### src/rtl/cmdseq_pkg.sv
package cmdseq_pkg;

    localparam int WORD_W  = 32;
    localparam int NUM_Q   = 2;
    localparam int ADDR_W  = 7;
    localparam int LEN_W   = 4;
    localparam int MAX_LEN = (1 << LEN_W) - 1;

    localparam logic [3:0] OP_SETADDR  = 4'd1;
    localparam logic [3:0] OP_REPORT   = 4'd8;
    localparam logic [3:0] OP_WRITE    = 4'd9;
    localparam logic [3:0] OP_READ     = 4'd10;
    localparam logic [3:0] OP_WRITE_NS = 4'd11;
    localparam logic [3:0] OP_READ_NS  = 4'd12;

    localparam int REPORT_EN_BIT = 8;

    typedef enum logic [2:0] {
        S_IDLE,
        S_FETCH,
        S_WR,
        S_RD,
        S_RDFLUSH,
        S_FIN
    } seq_state_e;

    function automatic logic [7:0] lane_byte(input logic [WORD_W-1:0] w, input logic [1:0] lane);
        return w[{lane, 3'b000} +: 8];
    endfunction

    function automatic logic [6:0] min7(input logic [6:0] a, input logic [6:0] b);
        return (a < b) ? a : b;
    endfunction

endpackage

### src/rtl/cmdseq_store.sv
module cmdseq_store
    import cmdseq_pkg::*;
#(
    parameter int DEPTH = 64,
    parameter int AW    = $clog2(DEPTH),
    parameter int CW    = $clog2(DEPTH + 1)
) (
    input  logic              clk,
    input  logic              rst,
    input  logic              ld_we,
    input  logic [WORD_W-1:0] ld_data,
    input  logic              clr,
    input  logic [AW-1:0]     rd_idx,
    output logic [WORD_W-1:0] rd_word,
    output logic [CW-1:0]     count
);

    logic [WORD_W-1:0] mem [DEPTH];
    logic [CW-1:0]     cnt_q;
    logic              full;

    assign full = (cnt_q == CW'(DEPTH));

    always_ff @(posedge clk) begin
        if (rst) begin
            cnt_q <= '0;
        end else if (clr) begin
            cnt_q <= '0;
        end else if (ld_we && !full) begin
            cnt_q <= cnt_q + 1'b1;
        end
    end

    always_ff @(posedge clk) begin
        if (ld_we && !full && !clr && !rst) begin
            mem[cnt_q[AW-1:0]] <= ld_data;
        end
    end

    assign rd_word = mem[rd_idx];
    assign count   = cnt_q;

endmodule

### src/rtl/cmdseq_rdbuf.sv
module cmdseq_rdbuf
    import cmdseq_pkg::*;
#(
    parameter int WORDS = 4,
    parameter int LVL_W = $clog2(WORDS + 1)
) (
    input  logic              clk,
    input  logic              rst,
    input  logic              clear,
    input  logic              byte_we,
    input  logic [7:0]        byte_in,
    input  logic              flush,
    input  logic              pop,
    output logic [WORD_W-1:0] head,
    output logic [LVL_W-1:0]  level
);

    localparam int PW = (WORDS > 1) ? $clog2(WORDS) : 1;

    logic [WORD_W-1:0] buf_q [WORDS];
    logic [WORD_W-1:0] pack_q;
    logic [WORD_W-1:0] merged;
    logic [1:0]        lane_q;
    logic [LVL_W-1:0]  wp_q, rp_q;
    logic              push;

    assign merged = byte_we ? (pack_q | (WORD_W'(byte_in) << {lane_q, 3'b000})) : pack_q;
    assign push   = (byte_we && lane_q == 2'd3) || (flush && lane_q != 2'd0);

    always_ff @(posedge clk) begin
        if (rst) begin
            pack_q <= '0;
            lane_q <= 2'd0;
            wp_q   <= '0;
            rp_q   <= '0;
        end else if (clear) begin
            pack_q <= '0;
            lane_q <= 2'd1;
            wp_q   <= '0;
            rp_q   <= '0;
        end else begin
            if (byte_we) begin
                pack_q <= (lane_q == 2'd3) ? '0 : merged;
                lane_q <= lane_q + 2'd1;
            end else if (flush) begin
                pack_q <= '0;
                lane_q <= 2'd0;
            end
            if (push && wp_q < LVL_W'(WORDS)) begin
                buf_q[wp_q[PW-1:0]] <= merged;
                wp_q <= wp_q + 1'b1;
            end
            if (pop && rp_q != wp_q) begin
                rp_q <= rp_q + 1'b1;
            end
        end
    end

    assign level = wp_q - rp_q;
    assign head  = buf_q[rp_q[PW-1:0]];

endmodule

### src/rtl/cmdseq_ctrl.sv
module cmdseq_ctrl
    import cmdseq_pkg::*;
#(
    parameter int IDX_W = 6
) (
    input  logic              clk,
    input  logic              rst,
    input  logic [NUM_Q-1:0]  start_req,
    input  logic              halt,
    input  logic [6:0]        excnt [NUM_Q],
    input  logic [6:0]        qcnt  [NUM_Q],
    input  logic [WORD_W-1:0] word,
    output logic [IDX_W-1:0]  ptr,
    output logic              sel,
    output logic [NUM_Q-1:0]  store_clr,
    output logic              busy,
    output logic [NUM_Q-1:0]  report_evt,
    output logic              rd_done,
    output logic              rb_clear,
    output logic              rb_byte_we,
    output logic              rb_flush,
    output logic              eng_req,
    output logic              eng_rd,
    output logic [ADDR_W-1:0] eng_addr,
    output logic [7:0]        eng_wdata,
    output logic              eng_first,
    output logic              eng_last,
    output logic              eng_stop,
    input  logic              eng_ack
);

    seq_state_e        state_q;
    logic              sel_q;
    logic [NUM_Q-1:0]  pend_q, pick_mask;
    logic [6:0]        ptr_q, limit_q;
    logic [1:0]        lane_q;
    logic [LEN_W-1:0]  rem_q;
    logic              first_q, stop_q;
    logic [ADDR_W-1:0] addr_q;
    logic [NUM_Q-1:0]  rpt_q;
    logic              rd_done_q;

    logic [3:0]        op;
    logic [LEN_W-1:0]  len;
    logic              at_end, nxt_sel, is_read;

    assign op      = word[3:0];
    assign len     = word[4 +: LEN_W];
    assign at_end  = (ptr_q >= limit_q);
    assign nxt_sel = !pend_q[0];
    assign is_read = (op == OP_READ) || (op == OP_READ_NS);

    always_comb begin
        pick_mask = '0;
        if (state_q == S_IDLE && pend_q != '0) begin
            pick_mask[nxt_sel] = 1'b1;
        end
    end

    always_ff @(posedge clk) begin
        if (rst) begin
            state_q   <= S_IDLE;
            sel_q     <= 1'b0;
            pend_q    <= '0;
            ptr_q     <= '0;
            limit_q   <= '0;
            lane_q    <= '0;
            rem_q     <= '0;
            first_q   <= 1'b0;
            stop_q    <= 1'b0;
            addr_q    <= '0;
            rpt_q     <= '0;
            rd_done_q <= 1'b0;
        end else begin
            rpt_q     <= '0;
            rd_done_q <= 1'b0;
            pend_q    <= (pend_q | start_req) & ~pick_mask;
            if (halt) begin
                state_q <= S_IDLE;
                pend_q  <= '0;
            end else begin
                unique case (state_q)
                    S_IDLE: begin
                        if (pend_q != '0) begin
                            sel_q   <= nxt_sel;
                            ptr_q   <= '0;
                            limit_q <= min7(excnt[nxt_sel], qcnt[nxt_sel]);
                            state_q <= S_FETCH;
                        end
                    end
                    S_FETCH: begin
                        if (at_end) begin
                            state_q <= S_FIN;
                        end else begin
                            case (op)
                                OP_SETADDR: begin
                                    addr_q <= word[4 +: ADDR_W];
                                    ptr_q  <= ptr_q + 7'd1;
                                end
                                OP_REPORT: begin
                                    rpt_q[sel_q] <= word[REPORT_EN_BIT];
                                    ptr_q        <= ptr_q + 7'd1;
                                end
                                OP_WRITE, OP_WRITE_NS: begin
                                    stop_q <= (op == OP_WRITE);
                                    if (len == '0) begin
                                        ptr_q <= ptr_q + 7'd1;
                                    end else begin
                                        lane_q  <= 2'd1;
                                        rem_q   <= len;
                                        first_q <= 1'b1;
                                        state_q <= S_WR;
                                    end
                                end
                                OP_READ, OP_READ_NS: begin
                                    stop_q  <= (op == OP_READ);
                                    ptr_q   <= ptr_q + 7'd1;
                                    rem_q   <= len;
                                    first_q <= 1'b1;
                                    state_q <= (len == '0) ? S_RDFLUSH : S_RD;
                                end
                                default: ptr_q <= ptr_q + 7'd1;
                            endcase
                        end
                    end
                    S_WR: begin
                        if (eng_ack) begin
                            first_q <= 1'b0;
                            rem_q   <= rem_q - 1'b1;
                            lane_q  <= lane_q + 2'd1;
                            if (lane_q == 2'd3 || rem_q == LEN_W'(1)) begin
                                ptr_q <= ptr_q + 7'd1;
                            end
                            if (rem_q == LEN_W'(1)) begin
                                state_q <= S_FETCH;
                            end
                        end
                    end
                    S_RD: begin
                        if (eng_ack) begin
                            first_q <= 1'b0;
                            rem_q   <= rem_q - 1'b1;
                            if (rem_q == LEN_W'(1)) begin
                                state_q <= S_RDFLUSH;
                            end
                        end
                    end
                    S_RDFLUSH: begin
                        rd_done_q <= 1'b1;
                        state_q   <= S_FETCH;
                    end
                    S_FIN: begin
                        state_q <= S_IDLE;
                    end
                    default: state_q <= S_IDLE;
                endcase
            end
        end
    end

    always_comb begin
        store_clr = '0;
        if (halt) begin
            store_clr = '1;
        end else if (state_q == S_FIN) begin
            store_clr[sel_q] = 1'b1;
        end
    end

    assign rb_clear   = !halt && state_q == S_FETCH && !at_end && is_read;
    assign rb_byte_we = !halt && state_q == S_RD && eng_ack;
    assign rb_flush   = !halt && state_q == S_RDFLUSH;

    assign eng_req   = (state_q == S_WR) || (state_q == S_RD);
    assign eng_rd    = (state_q == S_RD);
    assign eng_addr  = addr_q;
    assign eng_wdata = (state_q == S_WR) ? lane_byte(word, lane_q) : 8'h00;
    assign eng_first = eng_req && first_q;
    assign eng_last  = eng_req && (rem_q == LEN_W'(1));
    assign eng_stop  = eng_last && stop_q;

    assign ptr        = ptr_q[IDX_W-1:0];
    assign sel        = sel_q;
    assign busy       = (state_q != S_IDLE);
    assign report_evt = rpt_q;
    assign rd_done    = rd_done_q;

endmodule

### src/rtl/cmdseq_top.sv
module cmdseq_top
    import cmdseq_pkg::*;
#(
    parameter int MASTER_ID = 0,
    parameter int Q0_DEPTH  = 64,
    parameter int Q1_DEPTH  = 16,
    parameter int START_W   = 4,
    parameter int C0_W      = $clog2(Q0_DEPTH + 1),
    parameter int C1_W      = $clog2(Q1_DEPTH + 1),
    parameter int RD_WORDS  = MAX_LEN / 4 + 1,
    parameter int LVL_W     = $clog2(RD_WORDS + 1)
) (
    input  logic               clk,
    input  logic               rst,
    input  logic [NUM_Q-1:0]   ld_we,
    input  logic [WORD_W-1:0]  ld_data,
    input  logic [NUM_Q-1:0]   excnt_we,
    input  logic [6:0]         excnt_data,
    input  logic               start_we,
    input  logic [START_W-1:0] start_bits,
    input  logic               halt,
    output logic [C0_W-1:0]    q0_count,
    output logic [C1_W-1:0]    q1_count,
    output logic               busy,
    output logic [NUM_Q-1:0]   report_evt,
    output logic               rd_done,
    output logic [LVL_W-1:0]   rdbuf_level,
    output logic [WORD_W-1:0]  rdbuf_data,
    input  logic               rdbuf_pop,
    output logic               eng_req,
    output logic               eng_rd,
    output logic [ADDR_W-1:0]  eng_addr,
    output logic [7:0]         eng_wdata,
    output logic               eng_first,
    output logic               eng_last,
    output logic               eng_stop,
    input  logic               eng_ack,
    input  logic [7:0]         eng_rdata
);

    localparam int IDX_W = $clog2((Q0_DEPTH > Q1_DEPTH) ? Q0_DEPTH : Q1_DEPTH);

    logic [NUM_Q-1:0]  start_req;
    logic [6:0]        excnt_q [NUM_Q];
    logic [6:0]        qcnt    [NUM_Q];
    logic [WORD_W-1:0] qword   [NUM_Q];
    logic [IDX_W-1:0]  ptr;
    logic              sel;
    logic [NUM_Q-1:0]  store_clr;
    logic              rb_clear, rb_byte_we, rb_flush;

    always_comb begin
        start_req = '0;
        for (int b = 0; b < START_W; b++) begin
            if ((b / 2) == MASTER_ID) begin
                start_req[b % 2] = start_req[b % 2] | (start_we & start_bits[b]);
            end
        end
    end

    always_ff @(posedge clk) begin
        if (rst) begin
            for (int q = 0; q < NUM_Q; q++) excnt_q[q] <= '0;
        end else begin
            for (int q = 0; q < NUM_Q; q++) begin
                if (excnt_we[q]) excnt_q[q] <= excnt_data;
            end
        end
    end

    for (genvar g = 0; g < NUM_Q; g++) begin : store_g
        localparam int D  = (g == 0) ? Q0_DEPTH : Q1_DEPTH;
        localparam int AW = $clog2(D);
        localparam int CW = $clog2(D + 1);
        logic [CW-1:0] cnt_w;

        cmdseq_store #(.DEPTH(D)) u_store (
            .clk     (clk),
            .rst     (rst),
            .ld_we   (ld_we[g]),
            .ld_data (ld_data),
            .clr     (store_clr[g]),
            .rd_idx  (ptr[AW-1:0]),
            .rd_word (qword[g]),
            .count   (cnt_w)
        );

        assign qcnt[g] = 7'(cnt_w);
    end

    assign q0_count = store_g[0].cnt_w;
    assign q1_count = store_g[1].cnt_w;

    cmdseq_ctrl #(.IDX_W(IDX_W)) u_ctrl (
        .clk        (clk),
        .rst        (rst),
        .start_req  (start_req),
        .halt       (halt),
        .excnt      (excnt_q),
        .qcnt       (qcnt),
        .word       (qword[sel]),
        .ptr        (ptr),
        .sel        (sel),
        .store_clr  (store_clr),
        .busy       (busy),
        .report_evt (report_evt),
        .rd_done    (rd_done),
        .rb_clear   (rb_clear),
        .rb_byte_we (rb_byte_we),
        .rb_flush   (rb_flush),
        .eng_req    (eng_req),
        .eng_rd     (eng_rd),
        .eng_addr   (eng_addr),
        .eng_wdata  (eng_wdata),
        .eng_first  (eng_first),
        .eng_last   (eng_last),
        .eng_stop   (eng_stop),
        .eng_ack    (eng_ack)
    );

    cmdseq_rdbuf #(.WORDS(RD_WORDS), .LVL_W(LVL_W)) u_rdbuf (
        .clk     (clk),
        .rst     (rst),
        .clear   (rb_clear),
        .byte_we (rb_byte_we),
        .byte_in (eng_rdata),
        .flush   (rb_flush),
        .pop     (rdbuf_pop),
        .head    (rdbuf_data),
        .level   (rdbuf_level)
    );

endmodule

### config.mk
export PLATFORM = sky130hd
export DESIGN_NAME = cmdseq_top
export DESIGN_NICKNAME = d
export VERILOG_FILES = /design/src/rtl/cmdseq_pkg.sv /design/src/rtl/cmdseq_store.sv /design/src/rtl/cmdseq_rdbuf.sv /design/src/rtl/cmdseq_ctrl.sv /design/src/rtl/cmdseq_top.sv
export SDC_FILE = /design/constraint.sdc
export NUM_CORES = 2
export LEC_CHECK = 0
export ABC_AREA = 1
export BUFFER_PORTS_ARGS = -buffer_cell sky130_fd_sc_hd__buf_2
export CORE_MARGIN = 2
export CORE_UTILIZATION = 40
export CTS_CLUSTER_SIZE = 10
export DETAILED_ROUTE_END_ITERATION = 6
export PLACE_DENSITY = 0.57
export REMOVE_ABC_BUFFERS = 1
export SYNTH_ARGS = -nofsm -noshare
export SYNTH_HDL_FRONTEND = slang
export SYNTH_HIERARCHICAL = 1
export SYNTH_SLANG_ARGS = --single-unit
### constraint.sdc
create_clock -name clk -period 6.4 [get_ports clk]
set_clock_uncertainty 0.05 [all_clocks]
set_input_delay 0 -clock clk [delete_from_list [all_inputs] [get_ports clk]]
set_output_delay 0 -clock clk [all_outputs]
set_load 0.05 [all_outputs]
==> impl_results.md <==
- Total routed wirelength: between 300 and 400 mm
- Setup TNS: 0 ns
- #FFs+latches synth: about 2800
- Least-Margin Pin Slew: 1.28 ns
- Yosys cell types: 48
- Power density cells: roughly 300 mW/mm^2
- GRT overflow: 0
- Initial DRC count: 8740
- Number of global-route vias before repair: around 74000
- Share of cells above drive strength 1: under 10%
- Synth area leader: edfxtp_1
- Max_cap viols: 0
- Vias/cell: roughly 5.5
- CTS tree: yes
- Crit path max fanout: about 140
- Main flop type after synthesis: edfxtp_1
- Post-synth EDFFs: approximately 2700
- First-pass GRT wire length: 496 mm
- Post-DR wirelength/cell: around 24 um
- CP Capture Type: output port
- Synth cell count leaders: nand2_1, edfxtp_1, nand3_1
- Post-route total power: between 30 and 40 mW
- # clock sinks: 2794
- Post-route DRC: 0
- Worst Hold Class: input pin to register
- Starting Density: between 40 and 50%
- # port buffers: about 130
- DIE WIDTH: between 500 and 600 um
- Worst EP required: about 6.4 ns
- Vias post-DR: around 80000
- CTS Buf Count: 325
- Site Rows: 197
- Ys async rst share: 0%
- Drt first pass iters: 6
- Layout area overhead: 12.8%
- Slew HR: between 10 and 15%
- Nets: 10500
- Die Y: around 540 um
- Clk slew on worst S/H paths: 0.06 ns
- Area of the core: 0.288 mm^2
- RSZ-0062 raised after global routing: false
- Area share of the largest cell type after synthesis: around 70%
- HPWL after DPL: 183 mm
- Setup-violating endpoint count in the final report: 0
- Most frequent cell after synthesis: nand2_1
- H-tree lvl count: 5
- Fmax: ~170 MHz
- Sequential standard cell area: roughly 0.083 mm^2
- Clk buf depth: 4
- Ys Warns: 6
- Clock latency on the worst-skew pair: around 0.89 ns
- Synth Instances: 10200
- Tot GR Track Use: between 20% and 30%
- Largest net degree at the start of global routing: 144
- Final worst hold slack: between 0.08 and 0.09 ns
- Startpoint types: register
- IR drop worst, VDD: between 0.15 and 0.2 mV
- CP arrival: 5.78 ns
- Post-layout min period: ~6 ns
- Initial antenna violation count: 19
- Final Cycle Share: between 90% and 100%
- Status: finished clean
- Root Driver: clkbuf_16
- Worst Setup Path Type: register to output port
- Die footprint: about 0.29 mm^2
- Max-slew violations: 0
- Fillers: roughly 26000
- Mean Syn Cell Area: between 10 and 15 um^2
- Syn Std Cell Area: roughly 0.12 mm^2
- Final ANT Viol Nets: 0
- Final hold viol count: 0
- Area contributors post-synth: edfxtp_1, nand2_1, nand3_1
- RD Place Congestion: a little under 0.9
- Leakage: 47.7 nW
- Area of the multi-input gates: roughly 0.028 mm^2
- IO Count: ~130
- Seq/Total Area, Yosys: 71.5%
[per-stage QoR]
stage                     instance area [um^2]  utilization, %  worst slack, ns  instances
after global placement                  121000            41.9             1.34      13800
after floorplan                         113000               -           -53.88       9614
after detailed placement                121000            41.9             1.26      13800
after global routing                    131000            45.4            0.417      14300
final                                   131000            45.4            0.568      14300
after CTS                               131000            45.4            0.622      14300
[power breakdown]
group	internal (mW)	leakage (nW)	switching, mW	total (mW)
Combinational	0.740	18.3	2.34	3.08
Sequential	20.1	24.9	0.0412	20.1
Clock	9.42	4.42	7.07	16.5
Total	30.2	47.7	9.45	39.7
[sequential cells by signal, indices dropped and copies added, names as in the netlist, named ones only]
signal,cells
u_ctrl/eng_addr,7
u_rdbuf/wp_q,3
u_rdbuf/buf_q,128
u_ctrl/rd_done,1
u_ctrl/ptr_q,7
u_ctrl/lane_q,2
u_ctrl/sel,1
u_rdbuf/rp_q,3
u_ctrl/limit_q,7
excnt_q,14
store_g.u_store/mem,2560
u_rdbuf/pack_q,32
u_rdbuf/lane_q,2
u_ctrl/state_q,3
u_ctrl/stop_q,1
u_ctrl/first_q,1
u_ctrl/report_evt,2
u_ctrl/pend_q,2
store_g.u_store/count,12
u_ctrl/rem_q,4
[per-layer routing]
metal / track usage [%] / vias to the layer above / routed length [um]
li1: - / 35600 / -
met1: 31.3 / 38900 / 142000
met2: 36.2 / 3330 / 160000
met3: 3.41 / 556 / 27100
met4: 8.10 / 2 / 12000
met5: 0 / - / 13
[worst paths after layout]
check / start / to / slack, ns / cells after the start
worst min-delay path: rst / u_ctrl/limit_q[2] / 0.09 / 5
worst min register to register: excnt_q[2] / excnt_q[2] / 0.42 / 2
worst max register to register: u_ctrl/ptr_q[0] / u_rdbuf/buf_q[0][27] / 1.22 / 22
worst max-delay path: u_ctrl/ptr_q[0] / eng_wdata[1] / 0.57 / 18
[what timing repair did]
action	in CTS	in global routing
hold buffers	90	0
hold endpoints to repair	2499	0
resized for setup	0	0
buffers inserted	0	0
[cell families after synthesis]
logic type      after synthesis  share of synthesized area, %
mux                           4                        0.0346
compound gates              299                          1.43
other cells                   1                       0.00324
simple gates               5875                          21.8
flops                      2794                          71.5
fa+ha+maj                    33                         0.363
buf+inv                    1218                          4.84
xor+xnor                      5                        0.0378
[cells in the final DEF (no fill, tap or decap), types with 105 or more instances in the layout]
| cell | synthesis | layout |
|---|---|---|
| buf_2 | 335 | 116 |
| nor2_1 | 285 | 202 |
| o21ai_0 | 105 | 105 |
| nand2_1 | 3177 | 3177 |
| inv_1 | 580 | 576 |
| edfxtp_1 | 2688 | 2688 |
| clkbuf_16 | 0 | 330 |
| a21oi_1 | 116 | 116 |
| buf_4 | 59 | 220 |
| nand3_1 | 2323 | 2323 |
[worst max-delay path, stage by stage, from the launching register on]
cell and delay [ns]:
dfxtp_4 0.46, inv_16 0.41, buf_4 0.35, buf_4 0.68
nand2_1 0.13, nand3_1 0.11, nand3_1 0.08, nand3_1 0.16
nand3_1 0.24, nand2_1 0.39, nand2_1 0.10, nand2_1 0.08
inv_1 0.05, o21ai_2 0.10, nor2_1 0.06, nor2_1 0.12
o21ai_0 0.26, a21oi_1 0.68, buf_12 0.22
[final cells by class]
type	instances	area share, %
Multi-Input combinational cell	6218	21.4
Tap cell	3781	3.62
Clock buffer	401	6.54
Clock inverter	37	0.448
Sequential cell	2794	63.4
Antenna cell	11	0.0211
Inverter	602	1.77
Timing Repair Buffer	451	2.78
(Power assumes the default switching activity.)
